==> config.mk <==
export PLATFORM = sky130hd
export DESIGN_NAME = busdp_core
export DESIGN_NICKNAME = d
export VERILOG_FILES = /design/src/rtl/busdp_pkg.sv /design/src/rtl/busdp_extend.sv /design/src/rtl/busdp_alu.sv /design/src/rtl/busdp_regfile.sv /design/src/rtl/busdp_core.sv
export SDC_FILE = /design/constraint.sdc
export NUM_CORES = 2
export LEC_CHECK = 0
export CAP_MARGIN = 20
export CORE_UTILIZATION = 59
export CTS_CLUSTER_DIAMETER = 200
export DETAILED_ROUTE_END_ITERATION = 7
export PLACE_DENSITY_LB_ADDON = 0.3
export SETUP_SLACK_MARGIN = 0.5
export SYNTH_ARGS = -nofsm -noshare
export SYNTH_HDL_FRONTEND = slang
export SYNTH_SLANG_ARGS = --single-unit
export TNS_END_PERCENT = 50
==> constraint.sdc <==
create_clock -name clk -period 11.19 [get_ports clk]
set_input_delay 2.238 -clock clk [delete_from_list [all_inputs] [get_ports clk]]
set_output_delay 2.238 -clock clk [all_outputs]
set_load 0.01 [all_outputs]
==> src/rtl/busdp_pkg.sv <==
package busdp_pkg;
  typedef enum logic [2:0] {
    OP_PASS_A = 3'd0, OP_PASS_B = 3'd1, OP_INC1 = 3'd2, OP_DEC1 = 3'd3,
    OP_INC4 = 3'd4, OP_DEC4 = 3'd5, OP_ADD = 3'd6, OP_SUB = 3'd7
  } alu_op_e;

  typedef enum logic [1:0] {
    EXT_Z16 = 2'd0, EXT_Z26 = 2'd1, EXT_S16 = 2'd2, EXT_S26 = 2'd3
  } ext_mode_e;

  typedef enum logic [2:0] {
    SEL_RD = 3'd0, SEL_RT = 3'd1, SEL_RS = 3'd2, SEL_PC = 3'd3, SEL_LINK = 3'd4
  } reg_sel_e;

  localparam int NUM_SRC = 4;
endpackage

==> src/rtl/busdp_extend.sv <==
module busdp_extend #(
  parameter int DW = 32,
  parameter int NARROW = 16,
  parameter int WIDE = 26
) (
  input  logic [WIDE-1:0]   field,
  input  busdp_pkg::ext_mode_e mode,
  output logic [DW-1:0]     imm
);
  import busdp_pkg::*;
  localparam int HI_N = DW - NARROW;
  localparam int HI_W = DW - WIDE;

  always_comb begin
    unique case (mode)
      EXT_Z16: imm = {{HI_N{1'b0}}, field[NARROW-1:0]};
      EXT_Z26: imm = {{HI_W{1'b0}}, field};
      EXT_S16: imm = {{HI_N{field[NARROW-1]}}, field[NARROW-1:0]};
      default: imm = {{HI_W{field[WIDE-1]}}, field};
    endcase
  end
endmodule

==> src/rtl/busdp_alu.sv <==
module busdp_alu #(
  parameter int DW = 32
) (
  input  logic [DW-1:0]     a,
  input  logic [DW-1:0]     b,
  input  busdp_pkg::alu_op_e op,
  output logic [DW-1:0]     result,
  output logic              zero
);
  import busdp_pkg::*;
  localparam logic [DW-1:0] ONE  = DW'(1);
  localparam logic [DW-1:0] FOUR = DW'(4);

  always_comb begin
    unique case (op)
      OP_PASS_A: result = a;
      OP_PASS_B: result = b;
      OP_INC1:   result = a + ONE;
      OP_DEC1:   result = a - ONE;
      OP_INC4:   result = a + FOUR;
      OP_DEC4:   result = a - FOUR;
      OP_ADD:    result = a + b;
      default:   result = a - b;
    endcase
  end

  assign zero = (result == '0);
endmodule

==> src/rtl/busdp_regfile.sv <==
module busdp_regfile #(
  parameter int DW = 32,
  parameter int AW = 6
) (
  input  logic          clk,
  input  logic          rst,
  input  logic          we,
  input  logic [AW-1:0] addr,
  input  logic [DW-1:0] wdata,
  output logic [DW-1:0] rdata
);
  localparam int DEPTH = 1 << AW;

  logic [DW-1:0] mem [DEPTH];

  always_ff @(posedge clk) begin
    if (we) mem[addr] <= wdata;
  end

  assign rdata = (addr == '0) ? '0 : mem[addr];

  AST_R0_READS_ZERO: assert property (@(posedge clk) disable iff (rst)
    (addr == '0) |-> (rdata == '0));
endmodule

==> src/rtl/busdp_core.sv <==
module busdp_core #(
  parameter int DW = 32,
  parameter int RAW = 6,
  parameter int PC_IDX = 32,
  parameter int LINK_IDX = 31
) (
  input  logic          clk,
  input  logic          rst,
  input  logic          drv_imm,
  input  logic          drv_alu,
  input  logic          drv_reg,
  input  logic          drv_mem,
  input  logic          ld_ir,
  input  logic          ld_a,
  input  logic          ld_b,
  input  logic          ld_ma,
  input  logic [2:0]    alu_op,
  input  logic [1:0]    ext_mode,
  input  logic [2:0]    reg_sel,
  input  logic          reg_wr,
  input  logic          mem_wr,
  input  logic [31:0]   mem_rdata,
  output logic [31:0]   mem_addr,
  output logic [31:0]   mem_wdata,
  output logic          mem_we,
  output logic [31:0]   bus_mon,
  output logic [5:0]    opcode,
  output logic          zero
);
  import busdp_pkg::*;
  localparam int OPW = 6;
  localparam int FW  = 5;
  localparam int IMMW = DW - OPW;

  logic [DW-1:0] ir_q, a_q, b_q, ma_q;
  logic [DW-1:0] bus_v, imm_v, alu_v, reg_v;
  logic [RAW-1:0] rf_addr;
  logic alu_zero;

  // Bus: gated OR of sources, one-hot by contract
  logic [NUM_SRC-1:0] src_en;
  logic [DW-1:0]      src_val [NUM_SRC];
  logic [DW-1:0]      gated   [NUM_SRC];

  assign src_en  = {drv_mem, drv_reg, drv_alu, drv_imm};
  assign src_val[0] = imm_v;
  assign src_val[1] = alu_v;
  assign src_val[2] = reg_v;
  assign src_val[3] = mem_rdata;

  genvar gi;
  generate
    for (gi = 0; gi < NUM_SRC; gi++) begin : g_src
      assign gated[gi] = src_en[gi] ? src_val[gi] : '0;
    end
  endgenerate

  always_comb begin
    bus_v = '0;
    for (int i = 0; i < NUM_SRC; i++) bus_v = bus_v | gated[i];
  end

  // Load registers
  always_ff @(posedge clk) begin
    if (rst) begin
      ir_q <= '0;
      a_q  <= '0;
      b_q  <= '0;
      ma_q <= '0;
    end else begin
      if (ld_ir) ir_q <= bus_v;
      if (ld_a)  a_q  <= bus_v;
      if (ld_b)  b_q  <= bus_v;
      if (ld_ma) ma_q <= bus_v;
    end
  end

  // Register address select
  always_comb begin
    unique case (reg_sel_e'(reg_sel))
      SEL_RD:   rf_addr = RAW'(ir_q[15:11]);
      SEL_RT:   rf_addr = RAW'(ir_q[20:16]);
      SEL_RS:   rf_addr = RAW'(ir_q[25:21]);
      SEL_PC:   rf_addr = RAW'(PC_IDX);
      SEL_LINK: rf_addr = RAW'(LINK_IDX);
      default:  rf_addr = '0;
    endcase
  end

  busdp_extend #(.DW(DW), .NARROW(16), .WIDE(IMMW)) u_ext (
    .field (ir_q[IMMW-1:0]),
    .mode  (ext_mode_e'(ext_mode)),
    .imm   (imm_v)
  );

  busdp_alu #(.DW(DW)) u_alu (
    .a      (a_q),
    .b      (b_q),
    .op     (alu_op_e'(alu_op)),
    .result (alu_v),
    .zero   (alu_zero)
  );

  busdp_regfile #(.DW(DW), .AW(RAW)) u_rf (
    .clk   (clk),
    .rst   (rst),
    .we    (reg_wr),
    .addr  (rf_addr),
    .wdata (bus_v),
    .rdata (reg_v)
  );

  assign bus_mon   = bus_v;
  assign mem_addr  = ma_q;
  assign mem_wdata = bus_v;
  assign mem_we    = mem_wr;
  assign opcode    = ir_q[DW-1 -: OPW];
  assign zero      = alu_zero;

  AST_ONE_DRIVER: assert property (@(posedge clk) disable iff (rst)
    $onehot0(src_en));
  AST_A_CAPTURE: assert property (@(posedge clk) disable iff (rst)
    ld_a |=> (a_q == $past(bus_v)));
  AST_B_HOLD: assert property (@(posedge clk) disable iff (rst)
    !ld_b |=> $stable(b_q));
  AST_MULTI_LOAD: assert property (@(posedge clk) disable iff (rst)
    (ld_ir && ld_ma) |=> (ir_q == ma_q));
  AST_SUB_EQUAL_ZERO: assert property (@(posedge clk) disable iff (rst)
    (alu_op == 3'd7 && a_q == b_q) |-> zero);
  AST_Z16_UPPER: assert property (@(posedge clk) disable iff (rst)
    (drv_imm && ext_mode == 2'd0) |-> (bus_v[31:16] == '0));
endmodule

==> metrics <==
Clk Latency, worst-skew pair=760 ps; Final HPWL DP=128,000 um; Slew HR=around 14%; Power, Total=12.8 mW; setup_tns=0 ps; Synth Instances=about 4,400; ys async rst share=0%; Post-Syn Area=0.0577 mm^2; Final Max Tran Viols=0; ys flop type=edfxtp_1; fmax=approximately 0.095 GHz; failing checks=design-rule violations; Syn Area/Cell=13.0 um^2; antenna violations before repair=8; clock period minus worst slack=approximately 10,000 ps; Yosys top cell area share=64.5%; Synth area leader=edfxtp_1; Setup Fix Bufs, Post-CTS=0; count leader, synth=edfxtp_1; Worst EP required=8950 ps; Fin. Hold Viols=0; Critical Path Source Type=primary input; H-tree Lvls=4; top post-synthesis cells by area=edfxtp_1, dfxtp_1, nand2_1, o22ai_1, nor2_1; All-Layer GR Usage=41.6%; skew final=about 33 ps; Worst path slowest cell=a221oi_1; DRC=90; CP delay by family, top=compound AO/OA/AOI/OAI gates; max cap viols=0; Worst setup EP type=output pin; Yosys reg bits=1,367; CTS tree=built; Peak VDD IR=0.157 mV; critical path peak fanout=38; PwrDens=193 mW/mm^2; Least-Margin Pin Slew=1280 ps; CP cell instances=buf_2 > buf_4 > nand2_1 > nand2_1 > a311oi_1 > ha_1 > a21o_1 > a211o_1 > or2_1 > a31o_2 > a311oi_1 > o31a_1 > nor2_1 > a221oi_1 > a21boi_2 > inv_1 > clkdlybuf4s50_1; library cells used by synthesis=a little over 100; sequential share of the synthesized area=68.9%; final period utilization=93.8%; share of cells above drive strength 1=11.2%; CP bufs+invs=4; leakage power=22.2 nW; Iter 0 DRT Violations=7,714; final WL=208,000 um; Sink Count=1,367; first-pass GRT wire length=290,000 um; First-pass DRT Iterations=8; Core Area=0.0969 mm^2; Yosys warnings=0; cts bufs inserted=137; I/O Buffers=between 150 and 200; CP arrival=8260 ps; clock buffer depth=3; Site Rows=114; Overflow after GRT=0; DR WL/cell=33.9 um; Clock Tree Root=clkbuf_16; routability cong.=between 1 and 1.5; Initial Utilization=between 50 and 60%; I/O Pins=around 160; number of global-route vias before repair=between 40,000 and 50,000; die height=between 300 and 400 um; status=finished with violations; Layout Nets=4,836; slowest stage delay, CP=1020 ps; Setup violations, final=0; RSZ-0062 raised after global routing=no; Filler Cells Inserted=6,547; Vias/cell=between 7 and 8; via count=43,400; largest net degree at the start of global routing=84; Final ANT Viol Nets=0; full die area=0.0991 mm^2; commonest cells in the synthesized netlist=edfxtp_1, nand2_1, nor2_1, o22ai_1, o21ai_0; worst hold path type=reg -> reg; Clock Pin Slew Worst Setup and Hold Paths=around 60 ps; EDFF count, synth=1,239; Crit Path Category=in -> out; Die W=315 um; P&R area growth vs syn=14.8%
## placed cells by master, fill, tap and decap left out, types with 34 or more instances in the layout
cell type	instances
o22ai_1	231
mux2i_1	81
o21ai_0	203
a211oi_1	164
clkbuf_16	140
a22oi_1	36
nor4_1	42
dfxtp_1	128
nor3_1	78
nor2_1	323
mux2_2	41
conb_1	188
edfxtp_1	1239
clkdlybuf4s50_1	144
nand4_1	34
ha_1	37
nand3_1	115
nor2_4	35
inv_1	56
a221oi_1	67
buf_4	183
a21oi_1	151
nand2_1	435
a31oi_1	79
o221ai_1	38
## per-stage QoR
step / area [um^2] / std cells / worst slack [ps] / hold slack (ps) / util (%)
final: 66300 / 6133 / 694 / 481 / 68.4
after CTS: 66300 / 6128 / 583 / 486 / 68.4
after global routing: 66300 / 6128 / 533 / 498 / 68.4
after global placement: 61900 / 5882 / 589 / 474 / 63.9
after floorplan: 58400 / 4616 / 1820 / 463 / -
after detailed placement: 61900 / 5883 / 613 / 478 / 63.9
## tightest hold or removal path: cells and delay by family (launching register included)
kind	cells	cell delay, ps
and+or+nand+nor	1	80
DFF	1	310
AOI/OAI and AO/OA	1	50
## flip-flops by register name, summed over array words and instances, names as in the netlist
register  cells
a_q          32
b_q          32
mem_addr     32
u_rf.mem   1239
ir_q         32
## report_power, final
part	switching [mW]	internal, mW	leakage (nW)	total [mW]
registers	0.150	6.00	12.2	6.15
logic	1.52	0.637	7.81	2.15
clock network	1.95	2.52	2.14	4.47
total	3.61	9.16	22.2	12.8
## what timing repair did
item                                    4_1_cts  5_1_grt
gates resized for setup                       0        1
endpoints found under the setup margin        0        2
hold buffers                                  0        0
## logic make-up after synthesis
group,after synthesis,synth area share [%]
flip-flops,1367,68.9
AO/OA/AOI/OAI,1243,14.7
AND/OR/NAND/NOR,1194,9.35
buffers and inverters,418,3.32
multiplexers,123,2.22
XOR/XNOR,45,0.683
adder cells (fa/ha/maj),38,0.837
other,1,0.00650
## final timing paths
kind	start	endpoint	slack, ps	depth (start not counted)
max	alu_op[2]	mem_wdata[14]	690	17
min	mem_addr[6]$_SDFFE_PP0P_	mem_addr[6]$_SDFFE_PP0P_	480	2
max reg2reg	b_q[0]$_SDFFE_PP0P_	u_rf.mem[5][30]$_DFFE_PP_	4240	23
min reg2reg	mem_addr[6]$_SDFFE_PP0P_	mem_addr[6]$_SDFFE_PP0P_	480	2
## layout make-up
| cell class | count | area [um^2] | share of cell area [%] |
|---|---|---|---|
| timing repair buffer | 353 | 3220 | 4.85 |
| clock inverter | 69 | 639 | 0.965 |
| tap | 1276 | 1600 | 2.41 |
| antenna | 5 | 12.5 | 0.0189 |
| sequential | 1367 | 39800 | 60.0 |
| clock buffer | 176 | 3720 | 5.61 |
| inverter | 56 | 210 | 0.317 |
| multi-input combinational | 2831 | 17100 | 25.8 |
## per-layer routing
metal / wire [um] / GRT usage, % / share of wire [%]
met1: 73100 / 55.6 / 35
met2: 88500 / 60.4 / 43
met3: 32900 / 14.0 / 16
met4: 13000 / 22.0 / 6.3
met5: 92 / 0 / 0.044
Note: power is estimated with default switching activity, not from simulation.
